[src/rtl/clkcfg_pkg.sv]
package clkcfg_pkg;
  typedef enum logic [2:0] {
    PH_IDLE, PH_RX, PH_ACK, PH_TX, PH_MACK, PH_WAIT
  } phase_t;

  typedef enum logic [1:0] {
    FD_ADDR, FD_CMD, FD_CNT, FD_DATA
  } field_t;
endpackage

[src/rtl/clkcfg_line_sync.sv]
module clkcfg_line_sync #(
  parameter int W = 2
) (
  input  logic         clk,
  input  logic         rst_n,
  input  logic [W-1:0] raw_i,
  output logic [W-1:0] sync_o
);
  logic [W-1:0] meta_q;
  logic [W-1:0] sync_q;

  // Bus lines idle high, so both stages reset to ones: no false edge at reset release.
  always_ff @(posedge clk or negedge rst_n) begin
    if (!rst_n) begin
      meta_q <= '1;
      sync_q <= '1;
    end else begin
      meta_q <= raw_i;
      sync_q <= meta_q;
    end
  end

  assign sync_o = sync_q;
endmodule

[src/rtl/clkcfg_regfile.sv]
module clkcfg_regfile #(
  parameter int                  N_REGS    = 8,
  parameter int                  OFS_W     = 7,
  parameter logic [N_REGS*8-1:0] RST_IMAGE = '1,
  parameter logic [N_REGS*8-1:0] FORCE_ONE = '0
) (
  input  logic                clk,
  input  logic                rst_n,
  input  logic                wr_en,
  input  logic [OFS_W-1:0]    wr_ofs,
  input  logic [7:0]          wr_data,
  input  logic [OFS_W-1:0]    rd_ofs,
  output logic [7:0]          rd_data,
  output logic [N_REGS*8-1:0] image
);
  localparam int AW = (N_REGS > 1) ? $clog2(N_REGS) : 1;

  for (genvar g = 0; g < N_REGS; g++) begin : g_reg
    logic [7:0] q;
    logic [7:0] d;
    logic       hit;

    assign hit = wr_en && (wr_ofs == OFS_W'(g));

    // Reserved bits are ORed in, so they keep their value of 1 whatever is written.
    always_comb begin
      d = q;
      if (hit) d = wr_data | FORCE_ONE[g*8 +: 8];
    end

    always_ff @(posedge clk or negedge rst_n) begin
      if (!rst_n) q <= RST_IMAGE[g*8 +: 8];
      else        q <= d;
    end

    assign image[g*8 +: 8] = q;
  end

  logic in_range;
  assign in_range = (rd_ofs < OFS_W'(N_REGS));
  assign rd_data  = in_range ? image[{rd_ofs[AW-1:0], 3'b000} +: 8] : 8'h00;
endmodule

[src/rtl/clkcfg_bus_fsm.sv]
module clkcfg_bus_fsm
  import clkcfg_pkg::*;
#(
  parameter logic [6:0] SLV_ADDR  = 7'h69,
  parameter logic [7:0] BLK_COUNT = 8'd8,
  parameter int         OFS_W     = 7
) (
  input  logic             clk,
  input  logic             rst_n,
  input  logic             scl_s,
  input  logic             sda_s,
  input  logic             skip_cnt,
  input  logic [7:0]       rd_data,
  output logic             sda_oe,
  output logic             wr_en,
  output logic [OFS_W-1:0] wr_ofs,
  output logic [7:0]       wr_data,
  output logic [OFS_W-1:0] rd_ofs,
  output logic             bus_idle
);
  localparam logic [OFS_W-1:0] OFS_MAX = '1;

  phase_t           phase_q, phase_d;
  field_t           field_q, field_d;
  logic [3:0]       bitcnt_q, bitcnt_d;
  logic [7:0]       shreg_q, shreg_d;
  logic [OFS_W-1:0] ptr_q, ptr_d;
  logic             bmode_q, bmode_d;
  logic             rw_q, rw_d;
  logic             mack_q, mack_d;
  logic             cntp_q, cntp_d;
  logic             oe_q, oe_d;
  logic             scl_q, sda_q;

  logic start_ev, stop_ev, scl_rise, scl_fall;
  logic [OFS_W-1:0] ptr_inc;
  logic [7:0]       tx_load;

  assign start_ev = scl_s && scl_q && sda_q && !sda_s;
  assign stop_ev  = scl_s && scl_q && !sda_q && sda_s;
  assign scl_rise = scl_s && !scl_q;
  assign scl_fall = !scl_s && scl_q;
  assign ptr_inc  = (ptr_q == OFS_MAX) ? ptr_q : ptr_q + 1'b1;
  assign tx_load  = cntp_q ? BLK_COUNT : rd_data;

  always_comb begin
    phase_d  = phase_q;
    field_d  = field_q;
    bitcnt_d = bitcnt_q;
    shreg_d  = shreg_q;
    ptr_d    = ptr_q;
    bmode_d  = bmode_q;
    rw_d     = rw_q;
    mack_d   = mack_q;
    cntp_d   = cntp_q;
    oe_d     = oe_q;
    wr_en    = 1'b0;

    if (start_ev) begin
      phase_d  = PH_RX;
      field_d  = FD_ADDR;
      bitcnt_d = 4'd0;
      oe_d     = 1'b0;
    end else if (stop_ev) begin
      phase_d  = PH_IDLE;
      bitcnt_d = 4'd0;
      oe_d     = 1'b0;
    end else begin
      unique case (phase_q)
        PH_RX: begin
          if (scl_rise && bitcnt_q != 4'd8) begin
            shreg_d  = {shreg_q[6:0], sda_s};
            bitcnt_d = bitcnt_q + 4'd1;
          end else if (scl_fall && bitcnt_q == 4'd8) begin
            phase_d = PH_ACK;
            oe_d    = 1'b1;
            unique case (field_q)
              FD_ADDR: begin
                if (shreg_q[7:1] != SLV_ADDR) begin
                  phase_d = PH_WAIT;
                  oe_d    = 1'b0;
                end else begin
                  rw_d    = shreg_q[0];
                  field_d = FD_CMD;
                  cntp_d  = !bmode_q && !skip_cnt;
                end
              end
              FD_CMD: begin
                bmode_d = shreg_q[7];
                ptr_d   = shreg_q[7] ? shreg_q[OFS_W-1:0] : '0;
                field_d = (shreg_q[7] || skip_cnt) ? FD_DATA : FD_CNT;
              end
              FD_CNT:  field_d = FD_DATA;
              FD_DATA: begin
                wr_en = 1'b1;
                ptr_d = ptr_inc;
              end
              default: ;
            endcase
          end
        end
        PH_ACK: begin
          if (scl_fall) begin
            bitcnt_d = 4'd0;
            if (rw_q) begin
              phase_d = PH_TX;
              shreg_d = tx_load;
              oe_d    = !tx_load[7];
              if (cntp_q) cntp_d = 1'b0;
              else        ptr_d  = ptr_inc;
            end else begin
              phase_d = PH_RX;
              oe_d    = 1'b0;
            end
          end
        end
        PH_TX: begin
          if (scl_fall) begin
            if (bitcnt_q == 4'd7) begin
              phase_d = PH_MACK;
              oe_d    = 1'b0;
            end else begin
              shreg_d  = {shreg_q[6:0], 1'b0};
              bitcnt_d = bitcnt_q + 4'd1;
              oe_d     = !shreg_q[6];
            end
          end
        end
        PH_MACK: begin
          if (scl_rise) begin
            mack_d = sda_s;
          end else if (scl_fall) begin
            bitcnt_d = 4'd0;
            if (!mack_q) begin
              phase_d = PH_TX;
              shreg_d = tx_load;
              oe_d    = !tx_load[7];
              if (cntp_q) cntp_d = 1'b0;
              else        ptr_d  = ptr_inc;
            end else begin
              phase_d = PH_WAIT;
            end
          end
        end
        default: ;
      endcase
    end
  end

  always_ff @(posedge clk or negedge rst_n) begin
    if (!rst_n) begin
      phase_q  <= PH_IDLE;
      field_q  <= FD_ADDR;
      bitcnt_q <= 4'd0;
      shreg_q  <= 8'h00;
      ptr_q    <= '0;
      bmode_q  <= 1'b0;
      rw_q     <= 1'b0;
      mack_q   <= 1'b1;
      cntp_q   <= 1'b0;
      oe_q     <= 1'b0;
      scl_q    <= 1'b1;
      sda_q    <= 1'b1;
    end else begin
      phase_q  <= phase_d;
      field_q  <= field_d;
      bitcnt_q <= bitcnt_d;
      shreg_q  <= shreg_d;
      ptr_q    <= ptr_d;
      bmode_q  <= bmode_d;
      rw_q     <= rw_d;
      mack_q   <= mack_d;
      cntp_q   <= cntp_d;
      oe_q     <= oe_d;
      scl_q    <= scl_s;
      sda_q    <= sda_s;
    end
  end

  assign sda_oe   = oe_q;
  assign wr_ofs   = ptr_q;
  assign wr_data  = shreg_q;
  assign rd_ofs   = ptr_q;
  assign bus_idle = (phase_q == PH_IDLE) || (phase_q == PH_WAIT);
endmodule

[src/rtl/clkcfg_smbus_slave.sv]
module clkcfg_smbus_slave #(
  parameter logic [6:0] SLV_ADDR = 7'h69,
  parameter int         N_REGS   = 8,
  parameter int         SKIP_REG = 7,
  parameter int         SKIP_BIT = 7
) (
  input  logic       clk,
  input  logic       rst_n,
  input  logic       scl_i,
  input  logic       sda_i,
  output logic       sda_oe,
  output logic [7:0] src_en,
  output logic [6:0] aux_en,
  output logic       spread_en,
  output logic [7:0] ext_en
);
  localparam int                  OFS_W     = 7;
  localparam int                  IMG_W     = N_REGS * 8;
  localparam logic [IMG_W-1:0]    RST_IMAGE = IMG_W'(64'h0000_0000_00FF_FEFF);
  localparam logic [IMG_W-1:0]    FORCE_ONE = IMG_W'(64'h0000_0000_000D_0000);
  localparam logic [7:0]          BLK_COUNT = 8'(N_REGS);

  logic [1:0] rst_pipe;
  logic       rst_n_i;

  // Asynchronous assertion, release synchronized to clk.
  always_ff @(posedge clk or negedge rst_n) begin
    if (!rst_n) rst_pipe <= 2'b00;
    else        rst_pipe <= {rst_pipe[0], 1'b1};
  end
  assign rst_n_i = rst_pipe[1];

  logic [1:0]       lines_s;
  logic             scl_s, sda_s;
  logic             wr_en, bus_idle;
  logic [OFS_W-1:0] wr_ofs, rd_ofs;
  logic [7:0]       wr_data, rd_data;
  logic [IMG_W-1:0] cfg_image;

  clkcfg_line_sync #(.W(2)) u_sync (
    .clk    (clk),
    .rst_n  (rst_n_i),
    .raw_i  ({scl_i, sda_i}),
    .sync_o (lines_s)
  );
  assign scl_s = lines_s[1];
  assign sda_s = lines_s[0];

  clkcfg_bus_fsm #(
    .SLV_ADDR  (SLV_ADDR),
    .BLK_COUNT (BLK_COUNT),
    .OFS_W     (OFS_W)
  ) u_fsm (
    .clk      (clk),
    .rst_n    (rst_n_i),
    .scl_s    (scl_s),
    .sda_s    (sda_s),
    .skip_cnt (cfg_image[SKIP_REG*8 + SKIP_BIT]),
    .rd_data  (rd_data),
    .sda_oe   (sda_oe),
    .wr_en    (wr_en),
    .wr_ofs   (wr_ofs),
    .wr_data  (wr_data),
    .rd_ofs   (rd_ofs),
    .bus_idle (bus_idle)
  );

  clkcfg_regfile #(
    .N_REGS    (N_REGS),
    .OFS_W     (OFS_W),
    .RST_IMAGE (RST_IMAGE),
    .FORCE_ONE (FORCE_ONE)
  ) u_regs (
    .clk     (clk),
    .rst_n   (rst_n_i),
    .wr_en   (wr_en),
    .wr_ofs  (wr_ofs),
    .wr_data (wr_data),
    .rd_ofs  (rd_ofs),
    .rd_data (rd_data),
    .image   (cfg_image)
  );

  assign src_en    = cfg_image[7:0];
  assign aux_en    = cfg_image[15:9];
  assign spread_en = cfg_image[8];
  assign ext_en    = cfg_image[23:16];
endmodule

[config.mk]
export PLATFORM = sky130hd
export DESIGN_NAME = clkcfg_smbus_slave
export DESIGN_NICKNAME = d
export VERILOG_FILES = /design/src/rtl/clkcfg_pkg.sv /design/src/rtl/clkcfg_line_sync.sv /design/src/rtl/clkcfg_regfile.sv /design/src/rtl/clkcfg_bus_fsm.sv /design/src/rtl/clkcfg_smbus_slave.sv
export SDC_FILE = /design/constraint.sdc
export NUM_CORES = 1
export LEC_CHECK = 0
export ABC_AREA = 1
export BUFFER_PORTS_ARGS = -buffer_cell sky130_fd_sc_hd__buf_2
export CELL_PAD_IN_SITES_DETAIL_PLACEMENT = 1
export CELL_PAD_IN_SITES_GLOBAL_PLACEMENT = 1
export CORE_UTILIZATION = 42
export DETAILED_ROUTE_END_ITERATION = 12
export PLACE_DENSITY = 0.86
export SYNTH_ARGS = -nofsm -noshare
export SYNTH_HDL_FRONTEND = slang
export SYNTH_SLANG_ARGS = --single-unit
[constraint.sdc]
create_clock -name clk -period 2.7 [get_ports clk]
set_clock_uncertainty 0.05 [all_clocks]
set_input_delay 0.135 -clock clk [delete_from_list [all_inputs] [get_ports clk]]
set_output_delay 0.135 -clock clk [all_outputs]
set_load 0.1 [all_outputs]
==> reports/metrics.json <==
{
  "report.final.setup_viol": 0,
  "largest_delay_contributor_family_on_the_critical_path": "simple AND/OR/NAND/NOR gates",
  "setup.worst_path.start_class": "flop",
  "min_period_ns": 2.202,
  "worst-endpoint-arrival_ns": 2.45,
  "finish.instance_area_um2": 6121,
  "seqPwrFrac_pct": 35.3,
  "sequential_cell_area_um2": 2490,
  "post_synth_fa_ha_maj_area_fraction_pct": 2.191,
  "crit_path_frequent_cell": "sky130_fd_sc_hd__nand2_1",
  "std_cell_rows": 42,
  "tritoncts.num_buffers": 9,
  "floorplan.die.height_um": 118.6,
  "synth.largest_area_cell": "sky130_fd_sc_hd__dfrtp_1",
  "hpwl_detailed_mm": 11.68,
  "detail_route.wirelength_mm": 16.15,
  "drive_above_1_share_pct": 20.05,
  "drt.antenna.violating_nets": 0,
  "ys_dominant_reg_cell": "sky130_fd_sc_hd__dfrtp_1",
  "timing.max_cap.violations": 0,
  "cellPowerDensity_nw_per_um2": 871.7,
  "clock_tree_from_tritoncts": "built",
  "cpMaxStageDelayCell": "sky130_fd_sc_hd__buf_4",
  "finalCritPeriodShare_pct": 81.54,
  "worst_margin_pin_slew_ns": 0.6568,
  "totalPowerFinal_mw": 5.336,
  "synth-edff-count": 0,
  "num_antenna_cells": 0,
  "post_synth_xor_area_fraction_pct": 0.1534,
  "grt_max_degree": 53,
  "synthSimpleGateAreaFrac_pct": 28.22,
  "grt_remaining_overflow": 0,
  "vias_after_detailed_routing": 4819,
  "achievable-frequency_mhz": 454.2,
  "combPwrFrac_pct": 39.3,
  "drc": 0,
  "wire_length_of_the_first_global_routing_pass_mm": 26.59,
  "critical_path_class": "flop to flop",
  "setup.worst_path.start": "u_fsm.rd_ofs[0]",
  "postCtsSetupRepairBufs": 0,
  "timing_hold_violations_final": 0,
  "p_leak_nw": 3.057,
  "floorplan.core_area_um2": 13240,
  "tns_ns": 0,
  "synth.area.mux_share_pct": 0.1753,
  "start_util_pct": 43.12,
  "p_clk_share_pct": 25.4,
  "timing.critical_path.cells": "buf_4, ha_1, nand2_1, nor2_1, nand3_1, o21ai_0, nand2_1, nand2_1, nand3_1, nand2_1",
  "synth_compound_area_share_pct": 13.78,
  "nets": 737,
  "detail_route.vias_per_cell": 5.331,
  "post_syn_instances": 723,
  "full_die_area_um2": 14070,
  "maxSlewViolCount": 0,
  "dominant_combinational_cell_family_by_area_after_synthesis": "simple AND/OR/NAND/NOR gates",
  "clkLatencyLatePin_ns": 0.36,
  "grt_setup_unrepaired": "no",
  "p_switching_mw": 2.423,
  "antenna_found_initial": 0,
  "r2r_slack_ns": 0.50,
  "ctsRootBufferMaster": "sky130_fd_sc_hd__clkbuf_16",
  "average_footprint_of_a_synthesized_cell_um2": 7.898,
  "firstDrtPassIters": 4,
  "floorplan.die.width_um": 118.6,
  "cellInternalPower_mw": 2.913,
  "cpPeakStageDelay_ns": 0.38,
  "area_delta_synth_final_pct": 7.187,
  "run_status": "finished, final reports clean",
  "clkSinkCount": 98,
  "gpl.final_weighted_congestion": 0.8390,
  "yosys.area.top_type_share_pct": 31.11,
  "classification_of_the_worst_slack_hold_path": "input pin to async pin",
  "detail_route.iter0.violations": 313,
  "port_buffers": 25,
  "cell_area_after_placement_um2": 5788,
  "worst_slack_ns": 0.4985,
  "final.fill_count": 1649,
  "pre_cts_slack_ns": 0.5583,
  "num_io_pins": 29,
  "crit-reg2reg-capture": "u_fsm.rd_ofs[1]",
  "ys_types": 41,
  "switching_share_pct": 45.41,
  "power.ir.vdd_worst_v": 0.0003168,
  "worstPathBufferInverterCount": 1,
  "synthesis_warnings": 0,
  "synth.yosys.seq_area_share_pct": 43.54,
  "rr_startpoint": "u_fsm.rd_ofs[0]",
  "crit_fanout": 37,
  "routed_wire_length_per_instance_um": 17.87,
  "ys_ff_latch": 98,
  "area_taken_by_multi_input_logic_gates_um2": 2557,
  "syn_area_um2": 5710,
  "timing.slew.headroom_pct": 56.21,
  "reg2reg_depth": 10,
  "clock_input_transition_at_the_sequential_cells_of_the_worst_setup_and_hold_paths_ns": 0.07,
  "async_sr_flop_fraction_pct": 100.0,
  "ranking_of_synthesized_cells_by_area": "sky130_fd_sc_hd__dfrtp_1 31%, sky130_fd_sc_hd__dfstp_2 12%, sky130_fd_sc_hd__nand2_1 12%, sky130_fd_sc_hd__inv_1 5.2%, sky130_fd_sc_hd__nand3_1 5.2%",
  "worst_setup_path_end_kind": "flop",
  "yosysMostFrequentCell": "sky130_fd_sc_hd__nand2_1",
  "cts.htree.levels": 3,
  "synth_commonest_cells": "178 x sky130_fd_sc_hd__nand2_1, 79 x sky130_fd_sc_hd__inv_1, 71 x sky130_fd_sc_hd__dfrtp_1, 59 x sky130_fd_sc_hd__nand3_1, 52 x sky130_fd_sc_hd__nor2_1",
  "grt_pass1_vias": 5149,
  "groute.usage.overall_pct": 24.34,
  "critical_path_required_ns": 2.95,
  "clock_path_buffers": 2
}
-- metal layers --
metal / global-route usage, % / routed length, um
met3: 3.764 / 535
met4: 11.39 / 665
met5: 0 / 0
met2: 42.03 / 7985
met1: 29.67 / 6966
-- state kept, by name (all words and copies together), names as in the netlist, 2 cells and up --
| name | cells |
|---|---|
| u_fsm.rd_ofs | 7 |
| u_sync.sync_o | 2 |
| u_fsm.wr_data | 8 |
| u_fsm.phase_q | 3 |
| u_fsm.bitcnt_q | 4 |
| rst_pipe | 2 |
| u_fsm.field_q | 2 |
| u_regs.g.q | 61 |
| u_sync.meta_q | 2 |
-- layout by cell type (no fill, tap or decap), drive strengths merged --
| cell | netlist | final |
|---|---|---|
| nand4 | 6 | 6 |
| a31oi | 1 | 1 |
| nor3b | 1 | 1 |
| and3 | 1 | 1 |
| buf | 39 | 30 |
| o21ai | 94 | 94 |
| clkinvlp | 0 | 2 |
| clkbuf | 8 | 10 |
| conb | 1 | 4 |
| nor3 | 9 | 9 |
| a21oi | 21 | 21 |
| nor2 | 65 | 65 |
| dfstp | 27 | 27 |
| dlygate4sd3 | 0 | 3 |
| or2 | 1 | 1 |
| o22ai | 1 | 1 |
| xor2 | 1 | 1 |
| mux2i | 1 | 1 |
| bufinv | 0 | 1 |
| o211ai | 12 | 12 |
| inv | 90 | 93 |
| nand3 | 66 | 66 |
| o31ai | 1 | 1 |
| ha | 10 | 10 |
| o21a | 1 | 1 |
| nand2 | 194 | 194 |
| dfrtp | 71 | 71 |
| and2 | 1 | 1 |
-- how the worst max path moves through the flow --
stage	endpoint	slack, ns	cells past startpoint
finish	u_fsm.rd_ofs[1]	0.50	10
global route	u_fsm.rd_ofs[1]	0.34	10
CTS	u_fsm.rd_ofs[1]	0.52	10
detailed placement	u_fsm.rd_ofs[1]	0.56	10
global placement	u_fsm.rd_ofs[1]	0.68	10
floorplan	u_regs.g_reg[4].q[7]	0.74	9
-- cell type report --
class / count / share of cell area (%)
repair buffers: 33 / 3.352
clock buffers: 10 / 3.741
flip-flops and latches: 98 / 40.68
inverters: 90 / 5.642
well taps: 176 / 3.598
multi-input cells: 491 / 41.78
clock inverters: 6 / 1.206
-- kinds of logic after synthesis --
family / count (synthesis)
flip-flops: 98
adder cells (fa/ha/maj): 10
multiplexers: 1
XOR/XNOR: 1
AO/OA/AOI/OAI: 131
other: 1
AND/OR/NAND/NOR: 344
buffers and inverters: 137
-- power groups by stage --
stage                     clock network, mW  logic, mW  registers (mW)
final                                  1.35       2.10            1.89
after global routing                   1.44       2.34            1.90
after CTS                              1.39       2.10            1.89
after detailed placement                  0       2.07            1.91
after global placement                    0       2.00            1.89
after floorplan                           0       1.52            1.83
-- metrics by stage --
step	utilization, %	instances	hold slack [ns]
global placement	43.71	885	-0.1289
CTS	46.22	904	0.01740
finish	46.22	904	0.02598
detailed placement	43.71	885	-0.1296
global route	46.22	904	0.03630
floorplan	-	726	-0.2106
-- repair_timing --
item                      4_1_cts  5_1_grt
hold endpoints to repair        4        0
hold buffers                    3        0
gates resized for setup         0        0
(Power assumes the default switching activity.)
